File: config.mk
export PLATFORM = sky130hd
export DESIGN_NAME = hctl_core
export DESIGN_NICKNAME = d
export VERILOG_FILES = /design/src/rtl/hctl_pkg.sv /design/src/rtl/hctl_dec.sv /design/src/rtl/hctl_busy.sv /design/src/rtl/hctl_irq_bank.sv /design/src/rtl/hctl_core.sv
export SDC_FILE = /design/constraint.sdc
export NUM_CORES = 1
export LEC_CHECK = 0
export BUFFER_PORTS_ARGS = -buffer_cell sky130_fd_sc_hd__buf_4
export CAP_MARGIN = 20
export CORE_UTILIZATION = 47
export DETAILED_ROUTE_END_ITERATION = 7
export PLACE_DENSITY = 0.75
export SYNTH_ARGS = -nofsm -noshare
export SYNTH_HDL_FRONTEND = slang
export SYNTH_SLANG_ARGS = --single-unit
File: constraint.sdc
create_clock -name clk -period 2.32 [get_ports clk]
set_clock_uncertainty 0.1 [all_clocks]
set_input_delay 0.464 -clock clk [delete_from_list [all_inputs] [get_ports clk]]
set_output_delay 0.464 -clock clk [all_outputs]
set_load 0.02 [all_outputs]
File: src/rtl/hctl_pkg.sv
package hctl_pkg;

   typedef enum logic [4:0] {
      OP_GLOBAL_RST = 5'h00,
      OP_WIN_SEL    = 5'h01,
      OP_RX_OFF     = 5'h03,
      OP_RX_ON      = 5'h04,
      OP_RX_RST     = 5'h05,
      OP_TX_ON      = 5'h09,
      OP_TX_OFF     = 5'h0A,
      OP_TX_RST     = 5'h0B,
      OP_IRQ_REQ    = 5'h0C,
      OP_IRQ_ACK    = 5'h0D,
      OP_IMASK      = 5'h0E,
      OP_RDMASK     = 5'h0F,
      OP_FILTER     = 5'h10
   } opcode_e;

   typedef struct packed {
      logic gbl;
      logic win;
      logic rx_off;
      logic rx_on;
      logic rx_rst;
      logic tx_on;
      logic tx_off;
      logic tx_rst;
      logic req;
      logic ack;
      logic imask;
      logic rdmask;
      logic filt;
      logic long_busy;
   } dec_t;

endpackage

File: src/rtl/hctl_dec.sv
module hctl_dec #(
   parameter int OP_W  = 5,
   parameter int ARG_W = 11,
   localparam int CMD_W = OP_W + ARG_W
) (
   input  logic             we,
   input  logic             busy,
   input  logic [CMD_W-1:0] cmd,
   output logic             acc,
   output hctl_pkg::dec_t   dec
);
   import hctl_pkg::*;

   logic [OP_W-1:0] op;
   logic [ARG_W-1:0] unused_arg;

   assign op         = cmd[CMD_W-1 -: OP_W];
   assign unused_arg = cmd[ARG_W-1:0];
   assign acc        = we & ~busy;

   always_comb begin
      dec = '0;
      if (acc) begin
         case (op)
            OP_GLOBAL_RST: dec.gbl    = 1'b1;
            OP_WIN_SEL:    dec.win    = 1'b1;
            OP_RX_OFF:     dec.rx_off = 1'b1;
            OP_RX_ON:      dec.rx_on  = 1'b1;
            OP_RX_RST:     dec.rx_rst = 1'b1;
            OP_TX_ON:      dec.tx_on  = 1'b1;
            OP_TX_OFF:     dec.tx_off = 1'b1;
            OP_TX_RST:     dec.tx_rst = 1'b1;
            OP_IRQ_REQ:    dec.req    = 1'b1;
            OP_IRQ_ACK:    dec.ack    = 1'b1;
            OP_IMASK:      dec.imask  = 1'b1;
            OP_RDMASK:     dec.rdmask = 1'b1;
            OP_FILTER:     dec.filt   = 1'b1;
            default:       dec        = '0;
         endcase
         dec.long_busy = dec.gbl | dec.rx_rst | dec.tx_rst;
      end
   end
endmodule

File: src/rtl/hctl_busy.sv
module hctl_busy #(
   parameter int LONG_CYC = 20,
   localparam int CNT_W   = $clog2(LONG_CYC + 1)
) (
   input  logic clk,
   input  logic rst_n,
   input  logic load,
   input  logic long_sel,
   output logic busy
);
   logic [CNT_W-1:0] cnt;

   always_ff @(posedge clk or negedge rst_n) begin
      if (!rst_n)
         cnt <= '0;
      else if (load)
         cnt <= long_sel ? CNT_W'(LONG_CYC) : CNT_W'(1);
      else if (cnt != '0)
         cnt <= cnt - CNT_W'(1);
   end

   assign busy = (cnt != '0);
endmodule

File: src/rtl/hctl_irq_bank.sv
module hctl_irq_bank #(
   parameter int N       = 8,
   parameter int SUM_BIT = 0,
   parameter int REQ_BIT = 6
) (
   input  logic         clk,
   input  logic         rst_n,
   input  logic [N-1:0] ev,
   input  logic         req,
   input  logic         ack,
   input  logic [N-1:0] ack_bits,
   input  logic         wipe,
   input  logic [N-1:0] imask,
   output logic [N-1:0] lat
);
   logic [N-1:0] raw;
   logic [N-1:0] nxt;
   logic         src_hit;
   logic [1:0]   unused_ev;

   assign unused_ev = {ev[SUM_BIT], ev[REQ_BIT]};

   for (genvar i = 0; i < N; i++) begin : g_bit
      logic keep;
      assign keep = lat[i] & ~(ack & ack_bits[i]);
      if (i == SUM_BIT) begin : g_sum
         assign raw[i] = 1'b0;
         assign nxt[i] = ~wipe & (keep | src_hit);
      end else if (i == REQ_BIT) begin : g_req
         assign raw[i] = ~wipe & (req | keep);
         assign nxt[i] = raw[i];
      end else begin : g_evt
         assign raw[i] = ~wipe & (ev[i] | keep);
         assign nxt[i] = raw[i];
      end
   end

   assign src_hit = |(raw & imask);

   always_ff @(posedge clk or negedge rst_n) begin
      if (!rst_n) lat <= '0;
      else        lat <= nxt;
   end
endmodule

File: src/rtl/hctl_core.sv
module hctl_core #(
   parameter int OP_W         = 5,
   parameter int ARG_W        = 11,
   parameter int WIN_W        = 3,
   parameter int NUM_LAT      = 8,
   parameter int FILT_W       = 4,
   parameter int BUSY_RST_CYC = 20
) (
   input  logic        clk,
   input  logic        rst_n,
   input  logic        cmd_we,
   input  logic [15:0] cmd_data,
   input  logic [7:0]  ev_i,
   output logic [15:0] status_o,
   output logic [2:0]  window_o,
   output logic        irq_o,
   output logic [3:0]  filter_o,
   output logic        busy_err_o,
   output logic        rx_on_o,
   output logic        tx_on_o,
   output logic        gbl_rst_p,
   output logic        rx_enable_p,
   output logic        rx_disable_p,
   output logic        rx_reset_p,
   output logic        tx_enable_p,
   output logic        tx_disable_p,
   output logic        tx_reset_p
);
   import hctl_pkg::*;

   localparam int CMD_W  = OP_W + ARG_W;
   localparam int STAT_W = 16;
   localparam int RSV_W  = STAT_W - WIN_W - 1 - NUM_LAT;

   if (CMD_W != 16)        begin : g_bad_cmd  $error("command word must be 16 bits"); end
   if (WIN_W != 3)         begin : g_bad_win  $error("window field must be 3 bits"); end
   if (NUM_LAT != 8)       begin : g_bad_lat  $error("eight status latches expected"); end
   if (FILT_W > ARG_W)     begin : g_bad_filt $error("filter wider than argument"); end
   if (BUSY_RST_CYC < 2)   begin : g_bad_busy $error("reset busy time must exceed one cycle"); end

   logic               busy;
   logic               acc;
   dec_t               dec;
   logic [ARG_W-1:0]   arg;
   logic [NUM_LAT-1:0] lat;
   logic [NUM_LAT-1:0] imask_q;
   logic [NUM_LAT-1:0] rdmask_q;
   logic [WIN_W-1:0]   win_q;
   logic [FILT_W-1:0]  filt_q;
   logic               err_q;
   logic               rx_on_q;
   logic               tx_on_q;
   logic [6:0]         strobe_q;
   logic [ARG_W-1:0]   unused_arg_hi;

   assign arg           = cmd_data[ARG_W-1:0];
   assign unused_arg_hi = arg;

   hctl_dec #(.OP_W(OP_W), .ARG_W(ARG_W)) u_dec (
      .we   (cmd_we),
      .busy (busy),
      .cmd  (cmd_data),
      .acc  (acc),
      .dec  (dec)
   );

   hctl_busy #(.LONG_CYC(BUSY_RST_CYC)) u_busy (
      .clk      (clk),
      .rst_n    (rst_n),
      .load     (acc),
      .long_sel (dec.long_busy),
      .busy     (busy)
   );

   hctl_irq_bank #(.N(NUM_LAT), .SUM_BIT(0), .REQ_BIT(6)) u_bank (
      .clk      (clk),
      .rst_n    (rst_n),
      .ev       (ev_i),
      .req      (dec.req),
      .ack      (dec.ack),
      .ack_bits (arg[NUM_LAT-1:0]),
      .wipe     (dec.gbl),
      .imask    (imask_q),
      .lat      (lat)
   );

   always_ff @(posedge clk or negedge rst_n) begin
      if (!rst_n) begin
         win_q    <= '0;
         imask_q  <= '0;
         rdmask_q <= '1;
         filt_q   <= '0;
         err_q    <= 1'b0;
         rx_on_q  <= 1'b0;
         tx_on_q  <= 1'b0;
         strobe_q <= '0;
      end else begin
         strobe_q <= {dec.gbl, dec.rx_on, dec.rx_off, dec.rx_rst,
                      dec.tx_on, dec.tx_off, dec.tx_rst};
         if (dec.gbl) begin
            win_q    <= '0;
            imask_q  <= '0;
            rdmask_q <= '1;
            filt_q   <= '0;
            err_q    <= 1'b0;
            rx_on_q  <= 1'b0;
            tx_on_q  <= 1'b0;
         end else begin
            if (cmd_we && busy) err_q    <= 1'b1;
            if (dec.win)        win_q    <= arg[WIN_W-1:0];
            if (dec.imask)      imask_q  <= arg[NUM_LAT-1:0];
            if (dec.rdmask)     rdmask_q <= arg[NUM_LAT-1:0];
            if (dec.filt)       filt_q   <= arg[FILT_W-1:0];
            if (dec.rx_off || dec.rx_rst) rx_on_q <= 1'b0;
            else if (dec.rx_on)           rx_on_q <= 1'b1;
            if (dec.tx_off || dec.tx_rst) tx_on_q <= 1'b0;
            else if (dec.tx_on)           tx_on_q <= 1'b1;
         end
      end
   end

   assign status_o     = {win_q, busy, {RSV_W{1'b0}}, lat & rdmask_q};
   assign window_o     = win_q;
   assign irq_o        = |(lat & imask_q);
   assign filter_o     = filt_q;
   assign busy_err_o   = err_q;
   assign rx_on_o      = rx_on_q;
   assign tx_on_o      = tx_on_q;
   assign gbl_rst_p    = strobe_q[6];
   assign rx_enable_p  = strobe_q[5];
   assign rx_disable_p = strobe_q[4];
   assign rx_reset_p   = strobe_q[3];
   assign tx_enable_p  = strobe_q[2];
   assign tx_disable_p = strobe_q[1];
   assign tx_reset_p   = strobe_q[0];
endmodule

; After elaboration in Yosys (flattened, before gate mapping)
; Cells that the tools add are included.
[totals]
ff_bits = 46
word_cells = 122
input_bits = 27
output_inout_bits = 34
[op_classes]
reduce_logical = 15
bitwise = 48
muxes = 36
n_eq_ne = 12
addsub = 1
[op_table]
columns = cell, n
row1 = 5-bit by 4-bit equality test with 1-bit output (second input constant), 7
row2 = 8-bit two-way mux, 4
row3 = 1-bit bitwise AND, 25
row4 = 8-bit bitwise AND, 3
row5 = 1-bit two-way mux, 24
row6 = 8-bit OR reduction, 2
row7 = 5-bit two-way mux, 3
row8 = 14-bit two-way mux, 1
row9 = 2-bit nonzero test, 6
row10 = 5-bit by 3-bit equality test with 1-bit output (second input constant), 2
row11 = 1-bit NOT, 10
row12 = 1-bit bitwise OR, 10
row13 = 4-bit two-way mux, 2
row14 = 3-bit two-way mux, 2
row15 = 3-bit nonzero test, 2
row16 = 5-bit by 1-bit equality test with 1-bit output (second input constant), 1
row17 = 5-bit by 2-bit equality test with 1-bit output (second input constant), 1
row18 = 5-bit equality test (second input constant), 1
row19 = 5-bit zero test, 1
row20 = 5-bit nonzero test, 1
row21 = 5-bit by 1-bit subtractor with 5-bit output (second input constant), 1
row22 = 1-bit logical OR, 2
row23 = 1-bit logical AND, 1

; Depth between registers and ports, before layout
; Gate-level depths: netlist (run 1).
[depth]
ltp_word = 16
mapped_depth = 9
ltp_nobuf = 8

; Cells and area by module
; From an unflattened synthesis (run 1), not the netlist that was laid out.
[hier_totals]
cells_unflattened = 209
hier_area_um2 = 2203.4
[by_module_without_submodules]
columns = module, cells_per_inst, seq_area_each_um2, area_each_um2, n_inst
row1 = hctl_core, 113, 835.8, 1383.8, 1
row2 = hctl_irq_bank, 44, 200.2, 379.1, 1
row3 = hctl_busy, 25, 125.1, 270.3, 1
row4 = hctl_dec, 27, 0.0, 170.2, 1

; Least setup slack after synthesis (run 1)
; OpenSTA, ideal clock, no wires.
[synth_timing]
kind = input -> register
from = input cmd_data[12]
to = register filt_q[2] (netlist: filter_o[2])
arrival_ns = 1.992
setup_slack_ns = 0.112
path_buffers = 3
setup_ns = 0.117
stages = 8
cell_sequence = buf_2 or2_2 or3_1 or3_1 buf_2 buf_2 nand3_1 nand2_1
[synth_via]
elab_chain_len = 5
word_cells_on_any_way = 8
[synth_rtl]
columns = element, line
row1 = "start, declared", hctl_core.sv:12  ; input logic [15:0] cmd_data,
row2 = 5-bit zero test, hctl_dec.sv:24  ; case (op)
row3 = 1-bit two-way mux, hctl_dec.sv:24
row4 = 1-bit two-way mux, hctl_dec.sv:23  ; if (acc) begin
row5 = 14-bit two-way mux *, hctl_dec.sv:23
row6 = 4-bit two-way mux or 2-bit nonzero test (tied branches), --
row7 = "end signal, assigned", hctl_core.sv:113  ; if (dec.filt) filt_q <= arg[FILT_W-1:0];
row8 = "end, declared", hctl_core.sv:49  ; logic [FILT_W-1:0] filt_q;
; Every way passes the cells marked *; elsewhere a longest branch is shown, timed or not. The select of a mux whose other input is x is not followed.
; A chain may end at the register's enable or synchronous reset.

; Final worst setup path (run 1)
[layout_timing]
from = register u_busy.cnt[1]
to = output status_o[12]
[layout_via]
elab_chain_len = 1
[layout_rtl]
columns = element, line
row1 = "start, declared", hctl_busy.sv:11  ; logic [CNT_W-1:0] cnt;
row2 = "start signal, assigned", hctl_busy.sv:17  ; cnt <= long_sel ? CNT_W'(LONG_CYC) : CNT_W'(1);
row3 = "start signal, assigned", hctl_busy.sv:19  ; cnt <= cnt - CNT_W'(1);
row4 = 5-bit nonzero test, hctl_busy.sv:22  ; assign busy = (cnt != '0);
row5 = "end, declared", hctl_core.sv:14  ; output logic [15:0] status_o,
; Every way passes these cells.

==> results.toml, run 1 <==
[run_status]
status = "completed"

[yosys]
synth_seq_cells = 46
synth_common_cells = "dfrtp_1 (38), nand2_1 (26), nor2_1 (21)"
yosysWarnings = 0
ys_types = 48
yosysMostFrequentCell = "dfrtp_1"
synth_edf_count = 0
synth.largest_area_cell = "dfrtp_1"
synth_top_area_share_pct = 41.13
syn-mean-instance-area_um2 = 10.23
syn_area_um2 = 2312
synth_area_leaders = "dfrtp_1 (41%), dfstp_2 (9.1%), mux2i_1 (6.5%)"
ys.flop_type = "dfrtp_1"
yosysSeqAreaShare_pct = 50.22
async_flop_share_pct = 100.0
synth_cells = 226

[layout]
n_antenna_cell = 0
fin_nets = 315
areaGrowthSynthToFinish_pct = 27.38
fin_cells = 354
drive_gt1_share_pct = 34.49

[route]
drt-pass1-iter-count = 4
num_vias = 1842
wl_met2_mm = 2.468
drtIter0Drc = 105
drt_wl_total_mm = 5.177
ant_nets = 0
wl_met1_mm = 2.346
drc = 0
via_per_inst = 5.203
wl_per_cell_um = 14.62
highest-signal-layer = "met4"
routed-wl-met3_um = 274

[pwr]
power.density_nw_per_um2 = 816.7
power.share.sequential_pct = 43.3
internal-power_uw = 1708
p_leak_uw = 0.001448
switchingPower_uw = 697.2
vdd_ir_drop_max_v = 0.0005289
swShare_pct = 28.98
clkPwrFrac_pct = 30.4
share_comb_of_total_power_pct = 26.3

[global_routing]
grt.total_usage_pct = 21.78
grt_pass1_vias = 1767
antenna_found_initial = 0
grt-ovfl-total = 0
grt_pass1_wl_mm = 8.549
grt_max_degree = 47

[clocking]
clkTransAtPathRegs_ns = 0.09
h-tree-depth = 2
numCtsBuffers = 5
cts_tree = "built"
cts_num_sinks = 46
clk_path_buf_depth = 2
holdBufCountCts = 0
insertion_delay_ns = 0.30
clockRootBuffer = "clkbuf_8"

[timing]
finalHoldViolations = 0
setup_violations = 0
setup_slack_ns = 0.07199
worstMarginPinSlew_ns = 0.5770
drv_slew = 0
whs_ns = 0.04639
fmaxAchievable_mhz = 444.8
fin_crit_sh_pct = 96.90
period_needed_ns = 2.248
relSlewSlack_pct = 61.54

[place]
dp_hpwl_mm = 3.612
place_inst = 341
gp_congestion = 0.8070
port-buffer-count = 51
place_ws_ns = 0.1220

[die]
dieArea_um2 = 5204
die_y_um = 72.14
die_w_um = 72.14
start_util_pct = 48.95
top_level_ports = 61
coreArea_um2 = 4723
rows = 25

[flow_run]
maxCapViolations = 0

[worst_setup_path]
crit_path_start_kind = "flop"
startpoint = "u_busy.cnt[1]$_DFFE_PN0P_"
crit_fanout = 5
path_buf_inv = 4
crit_family = "buffers and inverters"
cp.arrival_ns = 1.68
end_kind = "output port"
cpPeakStageDelay_ns = 0.40
r2r-start = "u_busy.cnt[1]$_DFFE_PN0P_"
path_class = "reg -> out"
cp.required_ns = 1.76
slowest_stage = "dfrtp_1"
cp_cell_sequence = "inv_1 -> ha_1 -> nor4b_4 -> inv_2 -> buf_6 -> buf_4"

[hold_path]
hold_class = "in -> async"
## per-layer routing
| layer | vias to the layer above | track usage, % |
|---|---|---|
| met5 | - | 0 |
| met4 | 0 | 9.368 |
| met3 | 7 | 4.306 |
| met2 | 52 | 33.96 |
| met1 | 889 | 29.76 |
| li1 | 894 | - |
## flip-flops by register name (all words and copies together) (netlist names), 3 cells and up
register / cells
strobe_q: 7
window_o: 3
u_bank.lat: 8
rdmask_q: 8
imask_q: 8
filter_o: 4
u_busy.cnt: 5
## stage by stage
| step | util [%] | cell area [um2] | total power, uW | TNS, ns |
|---|---|---|---|---|
| 2_1_floorplan | - | 2323 | 1410 | 0 |
| 3_3_place_gp | 58.36 | 2756 | 1612 | 0 |
| 3_5_place_dp | 58.36 | 2756 | 1635 | 0 |
| 4_1_cts | 61.38 | 2899 | 2369 | 0 |
| 5_1_grt | 62.36 | 2945 | 2528 | -0.005060 |
| 6_report | 62.36 | 2945 | 2406 | 0 |
## what timing repair did
action,in CTS,in global routing
endpoints found under the setup margin,0,14
setup buffers,0,5
resized for setup,0,3
## path summary, 6_finish.rpt
kind                                      endpoint  cells after the start  slack, ns
max                                   status_o[12]                      6       0.07
min                          strobe_q[6]$_DFF_PN0_                      1       0.05
min reg2reg                filter_o[0]$_DFFE_PN0P_                      2       0.37
min in group clk           u_bank.lat[4]$_DFF_PN0_                      2       0.29
max in group asynchronous      rx_on_o$_DFFE_PN0P_                      1       1.67
max reg2reg                 imask_q[4]$_DFFE_PN0P_                      7       0.11
## worst register-to-register path: cells and delay by family (launching register included)
kind | cells | cell delay (ns)
adder cells (fa/ha/maj) | 1 | 0.15
buffers and inverters | 1 | 0.09
flip-flops | 1 | 0.40
multiplexers | 1 | 0.20
AND/OR/NAND/NOR | 4 | 1.17
## cells by family (layout without fill, tap and decap cells)
kind of cell	count (synthesis)	count (layout)	synth area share, %
xor gates and xnor gates	4	4	1.515
and+or+nand+nor	92	92	21.92
buffers and inverters	26	84	6.493
other	1	4	0.1622
DFF	46	46	50.22
adders and majority gates	2	2	1.082
muxes	15	15	6.493
AOI/OAI and AO/OA	40	40	12.12
## power by group through the flow
stage / Clock, uW / Sequential, uW / Combinational, uW
floorplan: 0 / 1060 / 349
global placement: 0 / 1050 / 560
detailed placement: 0 / 1060 / 579
CTS: 743 / 1040 / 585
global route: 784 / 1060 / 687
finish: 732 / 1040 / 632
## final cells by class
cell class,instances,area (um2)
Clock buffer,6,82.58
Clock inverter,2,60.06
Fill cell,405,1778
Inverter,9,33.78
Multi-Input combinational cell,157,1017
Sequential cell,46,1161
Tap cell,67,83.83
Timing Repair Buffer,67,506.7
## placed cells by master, fill, tap and decap left out, types with 2 or more instances in the layout
| cell type | netlist | layout |
|---|---|---|
| a311oi_1 | 2 | 2 |
| a31oi_1 | 2 | 2 |
| nor2b_1 | 3 | 3 |
| nand4b_1 | 3 | 3 |
| and2_1 | 10 | 10 |
| nand4_1 | 5 | 5 |
| ha_1 | 2 | 2 |
| inv_1 | 7 | 6 |
| xor2_1 | 2 | 2 |
| inv_2 | 2 | 3 |
| o221a_2 | 2 | 2 |
| clkbuf_8 | 0 | 6 |
| nand3_1 | 4 | 4 |
| mux2i_1 | 15 | 15 |
| buf_4 | 9 | 66 |
| nor3_1 | 4 | 4 |
| conb_1 | 1 | 4 |
| bufinv_16 | 0 | 2 |
| dfstp_2 | 8 | 8 |
| or3_1 | 3 | 3 |
| or2_2 | 2 | 2 |
| nor2_1 | 21 | 21 |
| o21ai_0 | 11 | 11 |
| o221ai_1 | 2 | 2 |
| a22oi_1 | 5 | 5 |
| xnor2_1 | 2 | 2 |
| dfrtp_1 | 38 | 38 |
| a21bo_2 | 3 | 3 |
| a21oi_1 | 7 | 7 |
| nand2_1 | 26 | 26 |
(Power assumes the default switching activity.)
==> run 2: changes to the inputs <==
CORE_UTILIZATION = 40   (was 47)
PLACE_DENSITY = 0.66   (was 0.75)
==> results.toml, run 2 (synthesis gave the netlist of run 1 again) <==
[place]
place_ws_ns = 0.1080
placed_cell_area_um2 = 2778
dp_hpwl_mm = 3.758
port-buffer-count = 51
gp_congestion = 0.7941
place_inst = 348

[layout]
n_antenna_cell = 0
nFillCells = 534
final_cell_mix = "buf_4 (66), dfrtp_1 (38), nand2_1 (26)"
largest_registers = "imask_q: 8 flops, rdmask_q: 8 flops, u_bank.lat: 8 flops"
final_common_cell = "buf_4"
fin_cells = 358
areaGrowthSynthToFinish_pct = 24.89
fin_nets = 314
drive_gt1_share_pct = 33.92
fin_area_um2 = 2888

[worst_setup_path]
end_kind = "output port"
reg2reg_depth = 7
r2r_end = "imask_q[4]$_DFFE_PN0P_"
path_class = "reg -> out"
cp_cell_sequence = "inv_1 -> ha_1 -> nor4b_4 -> inv_2 -> buf_4 -> buf_4"
r2r_setup_slack_ns = 0.17
crit_fanout = 4
cp.required_ns = 1.76
cp.arrival_ns = 1.65
startpoint = "u_busy.cnt[1]$_DFFE_PN0P_"
r2r-start = "u_busy.cnt[1]$_DFFE_PN0P_"
slowest_stage = "dfrtp_1"
worst_path_most_repeated_cell = "buf_4"
crit_path_start_kind = "flop"
cpPeakStageDelay_ns = 0.40
cp-endpoint = "status_o[12]"

[clocking]
clockRootBuffer = "clkbuf_8"
cts_tree = "built"
h-tree-depth = 2
clk_path_buf_depth = 2
clkTransAtPathRegs_ns = 0.08
numCtsBuffers = 5
holdBufCountCts = 0
insertion_delay_ns = 0.29
cts_num_sinks = 46

[die]
top_level_ports = 61
dieArea_um2 = 6089
coreArea_um2 = 5540
die_w_um = 78.03
rows = 27
die_y_um = 78.03
start_util_pct = 41.73

[timing]
fin_crit_sh_pct = 95.22
relSlewSlack_pct = 61.09
finalHoldViolations = 0
worstMarginPinSlew_ns = 0.5837
setup_slack_ns = 0.1108
setup_violations = 0
fin_tns_setup_ns = 0
period_needed_ns = 2.209
rsz0062_at_grt = "false"
fmaxAchievable_mhz = 452.7
drv_slew = 0

[pwr]
vdd_ir_drop_max_v = 0.0004167
swShare_pct = 32.12
power.density_nw_per_um2 = 735.0
power.share.sequential_pct = 49.0
share_comb_of_total_power_pct = 28.0
internal-power_uw = 1441
switchingPower_uw = 681.8
p_leak_uw = 0.001415
clkPwrFrac_pct = 23.0

[flow_run]
maxCapViolations = 0

[global_routing]
grtUsageMet2_pct = 29.20
grt.total_usage_pct = 17.69
antenna_found_initial = 0
grt-ovfl-total = 0
grt_pass1_wl_mm = 8.328
met1_usage_pct = 23.31
grt_pass1_vias = 1728
grt_max_degree = 47
gr-max-usage-layer = "met2"
met3_usage_pct = 3.256

[route]
drt-pass1-iter-count = 4
ant_nets = 0
drt_wl_total_mm = 5.191
drtIter0Drc = 128
wl_per_cell_um = 14.50
num_vias = 1843
via_per_inst = 5.148
drc = 0

[hold_path]
hold_class = "in -> async"

[run_status]
status = "completed"
run 2: area by class of cell:
| class | count | area [um2] | area share (%) |
|---|---|---|---|
| Sequential cell | 46 | 1161 | 40.21 |
| Multi-Input combinational cell | 157 | 1017 | 35.23 |
| Timing Repair Buffer | 66 | 495.5 | 17.16 |
| Tap cell | 72 | 90.09 | 3.120 |
| Clock buffer | 5 | 68.82 | 2.383 |
| Inverter | 9 | 33.78 | 1.170 |
| Clock inverter | 3 | 21.27 | 0.7366 |
run 2: power by group through the flow:
stage | registers (uW) | clock network, uW | logic, uW
5_1_grt | 1060 | 544 | 658
6_report | 1040 | 488 | 595
4_1_cts | 1040 | 508 | 599
3_5_place_dp | 1060 | 0 | 596
2_1_floorplan | 1060 | 0 | 349
3_3_place_gp | 1050 | 0 | 586
run 2: worst min-delay path by stage:
stage	cells after the start	end	startpoint	slack [ns]
2_1_floorplan	0	busy_err_o$_DFFE_PN0P_	rst_n	0.07
3_3_place_gp	2	filter_o[3]$_DFFE_PN0P_	filter_o[3]$_DFFE_PN0P_	0.37
3_5_place_dp	2	filter_o[1]$_DFFE_PN0P_	filter_o[1]$_DFFE_PN0P_	0.37
4_1_cts	1	filter_o[1]$_DFFE_PN0P_	rst_n	0.08
5_1_grt	1	u_bank.lat[3]$_DFF_PN0_	rst_n	0.09
6_report	1	u_busy.cnt[4]$_DFFE_PN0P_	rst_n	0.06
run 2: per-layer routing:
| metal | routed length, um | vias up |
|---|---|---|
| met5 | 0 | - |
| met1 | 2372 | 899 |
| met2 | 2517 | 45 |
| met3 | 221 | 8 |
| met4 | 80 | 0 |
| li1 | - | 891 |
run 2: what timing repair did:
action	CTS	global route
resized for setup	0	1
setup buffers	0	2
setup endpoints to repair	0	5
run 2: worst max-delay path, delay by kind of cell (launching register included):
family,cells,cell delay (ns)
adders and majority gates,1,0.15
DFF,1,0.40
buffers and inverters,4,0.53
and+or+nand+nor,1,0.27
run 2: per-stage QoR:
stage               utilization (%)  total power, uW  hold WS (ns)
CTS                           51.76             2147       0.07829
global placement              50.14             1637        0.3732
detailed placement            50.14             1651        0.3672
finish                        52.12             2122       0.05692
global route                  52.12             2259       0.09477
floorplan                         -             1410       0.06841
